==> config.mk <==
export PLATFORM = sky130hd
export DESIGN_NAME = loccode_unit
export DESIGN_NICKNAME = d
export VERILOG_FILES = /design/src/rtl/loccode_pkg.sv /design/src/rtl/loccode_lod.sv /design/src/rtl/loccode_div3.sv /design/src/rtl/loccode_depth.sv /design/src/rtl/loccode_alu.sv /design/src/rtl/loccode_unit.sv
export SDC_FILE = /design/constraint.sdc
export NUM_CORES = 1
export LEC_CHECK = 0
export BUFFER_PORTS_ARGS = -buffer_cell sky130_fd_sc_hd__clkbuf_2
export CORE_MARGIN = 2
export CORE_UTILIZATION = 50
export CTS_CLUSTER_DIAMETER = 120
export DETAILED_ROUTE_END_ITERATION = 6
export PLACE_DENSITY = 0.89
export SLEW_MARGIN = 40
export SYNTH_ARGS = -nofsm -noshare
export SYNTH_HDL_FRONTEND = slang
export SYNTH_SLANG_ARGS = --single-unit
==> constraint.sdc <==
create_clock -name clk -period 11.6 [get_ports clk]
set_clock_uncertainty 0.05 [all_clocks]
set_input_delay 2.32 -clock clk [delete_from_list [all_inputs] [get_ports clk]]
set_output_delay 2.32 -clock clk [all_outputs]
set_load 0.05 [all_outputs]
==> src/rtl/loccode_pkg.sv <==
package loccode_pkg;

   localparam int OCT_W = 3;
   localparam int N_OCT = 8;

   typedef enum logic [2:0] {
      OP_DESCEND   = 3'd0,
      OP_ASCEND    = 3'd1,
      OP_DEPTH     = 3'd2,
      OP_OCTANT    = 3'd3,
      OP_DESC_MASK = 3'd4
   } loccode_op_e;

   // deepest level a code of the given width can name (one marker bit)
   function automatic int max_depth(input int code_w);
      return (code_w - 1) / OCT_W;
   endfunction

   function automatic int depth_w(input int code_w);
      return $clog2(max_depth(code_w) + 1);
   endfunction

endpackage

==> src/rtl/loccode_lod.sv <==
module loccode_lod #(
   parameter int W     = 32,
   parameter int IDX_W = $clog2(W)
) (
   input  logic [W-1:0]     vec,
   output logic [IDX_W-1:0] idx,
   output logic             found
);

   // highest set bit wins: later iterations overwrite earlier ones
   always_comb begin
      idx   = '0;
      found = 1'b0;
      for (int i = 0; i < W; i++) begin
         if (vec[i]) begin
            idx   = IDX_W'(i);
            found = 1'b1;
         end
      end
   end

endmodule

==> src/rtl/loccode_div3.sv <==
module loccode_div3 #(
   parameter int IDX_W = 5,
   parameter int N     = 32,
   parameter int OUT_W = 4
) (
   input  logic [IDX_W-1:0] idx,
   output logic [OUT_W-1:0] quo
);

   logic [OUT_W-1:0] tbl [N];

   // constant quotient table, one entry per bit position
   generate
      for (genvar g = 0; g < N; g++) begin : g_tbl
         assign tbl[g] = OUT_W'(g / 3);
      end
   endgenerate

   assign quo = (int'(idx) < N) ? tbl[idx] : '0;

endmodule

==> src/rtl/loccode_depth.sv <==
module loccode_depth #(
   parameter int CODE_W = 32,
   parameter int DEP_W  = 4
) (
   input  logic [CODE_W-1:0] code,
   output logic [DEP_W-1:0]  depth
);

   localparam int IDX_W = $clog2(CODE_W);

   logic [IDX_W-1:0] msb_idx;
   logic             nonzero;
   logic [DEP_W-1:0] quo;

   loccode_lod #(.W(CODE_W), .IDX_W(IDX_W)) u_lod (
      .vec   (code),
      .idx   (msb_idx),
      .found (nonzero)
   );

   loccode_div3 #(.IDX_W(IDX_W), .N(CODE_W), .OUT_W(DEP_W)) u_div3 (
      .idx (msb_idx),
      .quo (quo)
   );

   assign depth = nonzero ? quo : '0;

endmodule

==> src/rtl/loccode_alu.sv <==
module loccode_alu
   import loccode_pkg::*;
#(
   parameter int CODE_W = 32
) (
   input  logic [2:0]        op,
   input  logic [CODE_W-1:0] code,
   input  logic [2:0]        octant,
   input  logic              gt_x,
   input  logic              gt_y,
   input  logic              gt_z,
   input  logic [N_OCT-1:0]  child_mask,
   output logic [CODE_W-1:0] res_code,
   output logic [2:0]        res_oct,
   output logic              res_err
);

   localparam int MAXD  = max_depth(CODE_W);
   localparam int LIM_SH = OCT_W * MAXD;

   logic              is_zero;
   logic              at_limit;
   logic              is_root;
   logic [2:0]        built_oct;
   logic [CODE_W-1:0] up_code;
   logic [CODE_W-1:0] down_req;
   logic [CODE_W-1:0] down_built;
   loccode_op_e       op_e;

   assign op_e      = loccode_op_e'(op);
   assign is_zero   = (code == '0);
   assign is_root   = (code == CODE_W'(1));
   // any bit at or above 3*MAXD means depth already at the limit
   assign at_limit  = ((code >> LIM_SH) != '0);
   assign built_oct = {gt_z, gt_y, gt_x};
   assign up_code   = code >> OCT_W;
   assign down_req  = {code[CODE_W-OCT_W-1:0], octant};
   assign down_built = {code[CODE_W-OCT_W-1:0], built_oct};

   always_comb begin
      res_code = code;
      res_oct  = '0;
      res_err  = 1'b0;
      unique case (op_e)
         OP_DESCEND: begin
            res_oct = octant;
            if (is_zero || at_limit) res_err = 1'b1;
            else                     res_code = down_req;
         end
         OP_ASCEND: begin
            if (is_zero || is_root) res_err = 1'b1;
            else                    res_code = up_code;
         end
         OP_DEPTH: begin
            res_err = is_zero;
         end
         OP_OCTANT: begin
            res_oct = built_oct;
            if (is_zero || at_limit) res_err = 1'b1;
            else                     res_code = down_built;
         end
         OP_DESC_MASK: begin
            res_oct = octant;
            if (is_zero || at_limit || !child_mask[octant]) res_err = 1'b1;
            else                                            res_code = down_req;
         end
         default: begin
            res_err = 1'b1;
         end
      endcase
   end

endmodule

==> src/rtl/loccode_unit.sv <==
module loccode_unit
   import loccode_pkg::*;
#(
   parameter  int CODE_W = 32,
   localparam int DEP_W  = depth_w(CODE_W)
) (
   input  logic              clk,
   input  logic              rst_n,
   input  logic              req_valid,
   output logic              req_ready,
   input  logic [2:0]        req_op,
   input  logic [CODE_W-1:0] req_code,
   input  logic [2:0]        req_octant,
   input  logic              req_gt_x,
   input  logic              req_gt_y,
   input  logic              req_gt_z,
   input  logic [7:0]        req_child_mask,
   output logic              rsp_valid,
   input  logic              rsp_ready,
   output logic [CODE_W-1:0] rsp_code,
   output logic [DEP_W-1:0]  rsp_depth,
   output logic [2:0]        rsp_octant,
   output logic              rsp_err
);

   generate
      if (CODE_W < 7 || CODE_W > 64) begin : g_bad_width
         $error("loccode_unit: CODE_W must lie in 7..64");
      end
      if (N_OCT != 8) begin : g_bad_oct
         $error("loccode_unit: octant count must be 8");
      end
   endgenerate

   logic [CODE_W-1:0] alu_code;
   logic [2:0]        alu_oct;
   logic              alu_err;
   logic [DEP_W-1:0]  alu_depth;
   logic              accept;

   loccode_alu #(.CODE_W(CODE_W)) u_alu (
      .op         (req_op),
      .code       (req_code),
      .octant     (req_octant),
      .gt_x       (req_gt_x),
      .gt_y       (req_gt_y),
      .gt_z       (req_gt_z),
      .child_mask (req_child_mask),
      .res_code   (alu_code),
      .res_oct    (alu_oct),
      .res_err    (alu_err)
   );

   loccode_depth #(.CODE_W(CODE_W), .DEP_W(DEP_W)) u_depth (
      .code  (alu_code),
      .depth (alu_depth)
   );

   assign req_ready = !rsp_valid || rsp_ready;
   assign accept    = req_valid && req_ready;

   always_ff @(posedge clk) begin
      if (!rst_n) begin
         rsp_valid  <= 1'b0;
         rsp_code   <= '0;
         rsp_depth  <= '0;
         rsp_octant <= '0;
         rsp_err    <= 1'b0;
      end else begin
         if (accept) begin
            rsp_valid  <= 1'b1;
            rsp_code   <= alu_code;
            rsp_depth  <= alu_depth;
            rsp_octant <= alu_oct;
            rsp_err    <= alu_err;
         end else if (rsp_ready) begin
            rsp_valid  <= 1'b0;
         end
      end
   end

endmodule

==> impl_metrics.py <==
metrics = {
    "yosys": {
        "synth_ff_type": "dfxtp_1",
        "yosys_warnings": 0,
        "synth_area_mm2": 0.003348,
        "ys_top_cells_by_count": "53 x nand2_1, 41 x dfxtp_1, 33 x o211a_1",
        "synthCells": 423,
        "ys_types": 74,
        "synth_nets": 476,
        "synth_compound_area_frac": 0.4365,
        "async_reset_ff_frac": 0,
        "syn_area_per_cell_um2": 7.915,
        "synth.most_common_cell": "nand2_1",
        "synth-seq-cells": 41,
        "synth.area.top_cells": "dfxtp_1 25%, o211a_1 9.9%, nand2_1 5.9%, a22oi_1 3.6%, nor2_1 3.5%",
        "synth_top_cell_by_area": "dfxtp_1",
        "synthSimpleGateAreaFrac": 0.2474,
        "synth_top_family_by_area": "compound AO/OA/AOI/OAI gates",
        "yosys.area_share.xor_xnor": 0,
        "synth_edf_count": 0,
        "synthMuxAreaShare": 0.02205,
        "synth_fa_ha_area_frac": 0,
        "netlist.area_leader.share": 0.2451,
        "synth-seq-area-share": 0.2451,
    },
    "route": {
        "vias": 4017,
        "dr.pass1.iters": 7,
        "drc": 5,
        "drt-initial-drc-count": 463,
        "via_per_inst": 6.986,
        "wl_um": 10890,
        "final_antenna_net_count": 0,
        "wl_per_cell_um": 18.94,
    },
    "pwr": {
        "irDropWorstVdd_uv": 69.42,
        "p_int_uw": 279.9,
        "p_sw_frac": 0.3965,
        "comb_power_share": 0.394,
        "clockPowerShare": 0.264,
        "p_sw_uw": 183.9,
        "seqPwrFrac": 0.342,
        "power.leakage_uw": 0.001850,
        "total_power_uw": 463.7,
        "power_density_mw_per_mm2": 118.1,
    },
    "status": {
        "status": "finished, violations left",
        "violations": "design-rule violations",
    },
    "floorplanning": {
        "start_util": 0.5213,
        "dieArea_mm2": 0.007367,
        "io_pins": 95,
        "coreArea_mm2": 0.006422,
        "fp.dieW_um": 85.83,
        "die_h_um": 85.83,
        "rows": 29,
    },
    "timing": {
        "hold_violations": 0,
        "rsz0062_at_grt": "no",
        "finalSetupViolCount": 0,
        "slew_headroom": 0.4006,
        "fin_hold_ws_ps": 432.0,
        "fin_tns_setup_ps": 0,
        "max_freq_ghz": 0.1524,
        "slew_violations": 0,
        "period_share": 0.5656,
        "min_period_ps": 6561,
        "worst_slew_pin_slew_ps": 891.5,
    },
    "worst_setup_path": {
        "cp_slowest_cell": "a222oi_1",
        "arrival_ps": 6740,
        "ff2ff_setup_slack_ps": 8970,
        "cp_cell_sequence": "clkbuf_2, or4_1, or4_1, nor4_2, nor3_2, buf_4, a222oi_1, nand3b_2, nor2b_1, nand3_1, or4_1, a32o_1, o221ai_1",
        "path_max_fanout": 23,
        "cp.required_ps": 11780,
        "crit-reg2reg-launch": "rsp_valid$_SDFFE_PN0P_",
        "worstSetupPathType": "input port to flop",
        "rr_endpoint": "rsp_depth[0]$_SDFFE_PN0P_",
        "critical_path.startpoint_type": "input port",
        "cpPeakStageDelay_ps": 740,
        "crit_top_cell": "or4_1",
        "cp-endpoint": "rsp_depth[0]$_SDFFE_PN0P_",
        "crit_start": "req_code[21]",
        "cp-end-kind": "flop",
        "worstRegToRegCells": 8,
    },
    "min_path": {
        "hold_path_class": "flop to flop",
    },
    "clocking": {
        "htreeDepth": 2,
        "cts_tree": "done",
        "clock_latency_ps": 310,
        "cts_resized": 0,
        "path_clk_slew_ps": 90,
        "cts.sinks": 41,
        "numCtsBuffers": 5,
        "cts_hold_buf": 0,
        "clk_path_buf_depth": 2,
        "root_buffer": "clkbuf_8",
        "cts_setup_buffers": 0,
    },
    "global_routing": {
        "grt_pass1_wl_um": 17600,
        "grt_max_degree": 74,
        "antenna_found_initial": 0,
        "grtUsageTotal": 0.2924,
        "grt-ovfl-total": 0,
        "grt_pass1_vias": 3741,
    },
    "place": {
        "dp.cells": 566,
        "io_buffers": 94,
        "gp_congestion": 1.010,
        "post-dp-hpwl_um": 8353,
    },
    "finish": {
        "fin_util": 0.6113,
        "final_cell_count_no_fill": 575,
        "nets": 550,
        "insertedDiodeCount": 0,
        "fill_cells": 599,
        "drive_above_1_share": 0.2811,
        "area_growth_pct": 17.26,
    },
    "flow_run": {
        "cap_violations": 0,
    },
}
==> metal layers <==
metal,share of wire,track usage,wire (µm),vias up
li1,-,-,-,1825
met1,0.42,0.3728,4529,1868
met2,0.45,0.4780,4852,274
met3,0.10,0.06737,1111,50
met4,0.037,0.1169,400,0
met5,0,0,0,-
==> per-stage QoR <==
step / cell area (µm²) / setup WS (ps)
floorplan: 3348 / 5498
global placement: 3799 / 4886
detailed placement: 3799 / 4701
CTS: 3919 / 5003
global route: 3926 / 4712
finish: 3926 / 5039
==> state kept, by name, indices dropped and copies added (netlist names) <==
| signal | flops |
|---|---|
| rsp_depth | 4 |
| rsp_octant | 3 |
| rsp_valid | 1 |
| rsp_code | 32 |
| rsp_err | 1 |
==> how the worst min path moves through the flow <==
stage / from / to / slack [ps] / depth (start not counted)
2_1_floorplan: rsp_depth[2]$_SDFFE_PN0P_ / rsp_depth[2]$_SDFFE_PN0P_ / 630 / 2
3_5_place_dp: rsp_depth[2]$_SDFFE_PN0P_ / rsp_depth[2]$_SDFFE_PN0P_ / 420 / 2
5_1_grt: rsp_depth[2]$_SDFFE_PN0P_ / rsp_depth[2]$_SDFFE_PN0P_ / 460 / 2
3_3_place_gp: rsp_depth[2]$_SDFFE_PN0P_ / rsp_depth[2]$_SDFFE_PN0P_ / 410 / 2
6_report: rsp_depth[2]$_SDFFE_PN0P_ / rsp_depth[2]$_SDFFE_PN0P_ / 430 / 2
4_1_cts: rsp_depth[2]$_SDFFE_PN0P_ / rsp_depth[2]$_SDFFE_PN0P_ / 430 / 2
==> critical path, delay by kind of cell <==
kind / cells / cell delay (ps)
and+or+nand+nor: 8 / 2980
AOI/OAI and AO/OA: 3 / 1080
buffers and inverters: 2 / 360
==> cells by family after synthesis <==
group,Yosys count
simple gates,157
compound gates,181
flops,41
buf+inv,37
mux,7
==> power groups by stage <==
stage	clock network, µW	logic [µW]	registers [µW]
after floorplan	0	89.0	203
after global placement	0	176	161
after detailed placement	0	178	162
after CTS	124	179	159
after global routing	128	195	160
final	122	183	159
==> layout by cell type, fill, tap and decap left out, types with 6 or more instances in the layout <==
cell | synthesis | final
nor3_1 | 8 | 7
a22oi_1 | 16 | 16
clkbuf_8 | 0 | 6
dfxtp_1 | 41 | 41
o2111ai_1 | 6 | 6
o211a_1 | 33 | 33
nor4_1 | 6 | 6
and2_1 | 8 | 7
o21ai_0 | 23 | 23
a21oi_1 | 16 | 16
a21boi_0 | 10 | 10
nand2b_1 | 12 | 12
a222oi_1 | 6 | 6
nand2_1 | 53 | 53
nor2_1 | 31 | 30
inv_1 | 7 | 7
o211ai_1 | 6 | 6
a31oi_1 | 6 | 6
clkbuf_2 | 0 | 95
==> area by class of cell <==
| type | instances | area (µm²) | area share |
|---|---|---|---|
| flip-flops and latches | 41 | 820.8 | 0.2091 |
| repair buffers | 97 | 490.5 | 0.1249 |
| well taps | 77 | 96.34 | 0.02454 |
| clock buffers | 6 | 82.58 | 0.02103 |
| inverters | 7 | 26.28 | 0.006692 |
| clock inverters | 2 | 37.54 | 0.009560 |
| multi-input cells | 345 | 2372 | 0.6042 |
Power figures use the tool's default switching activity.
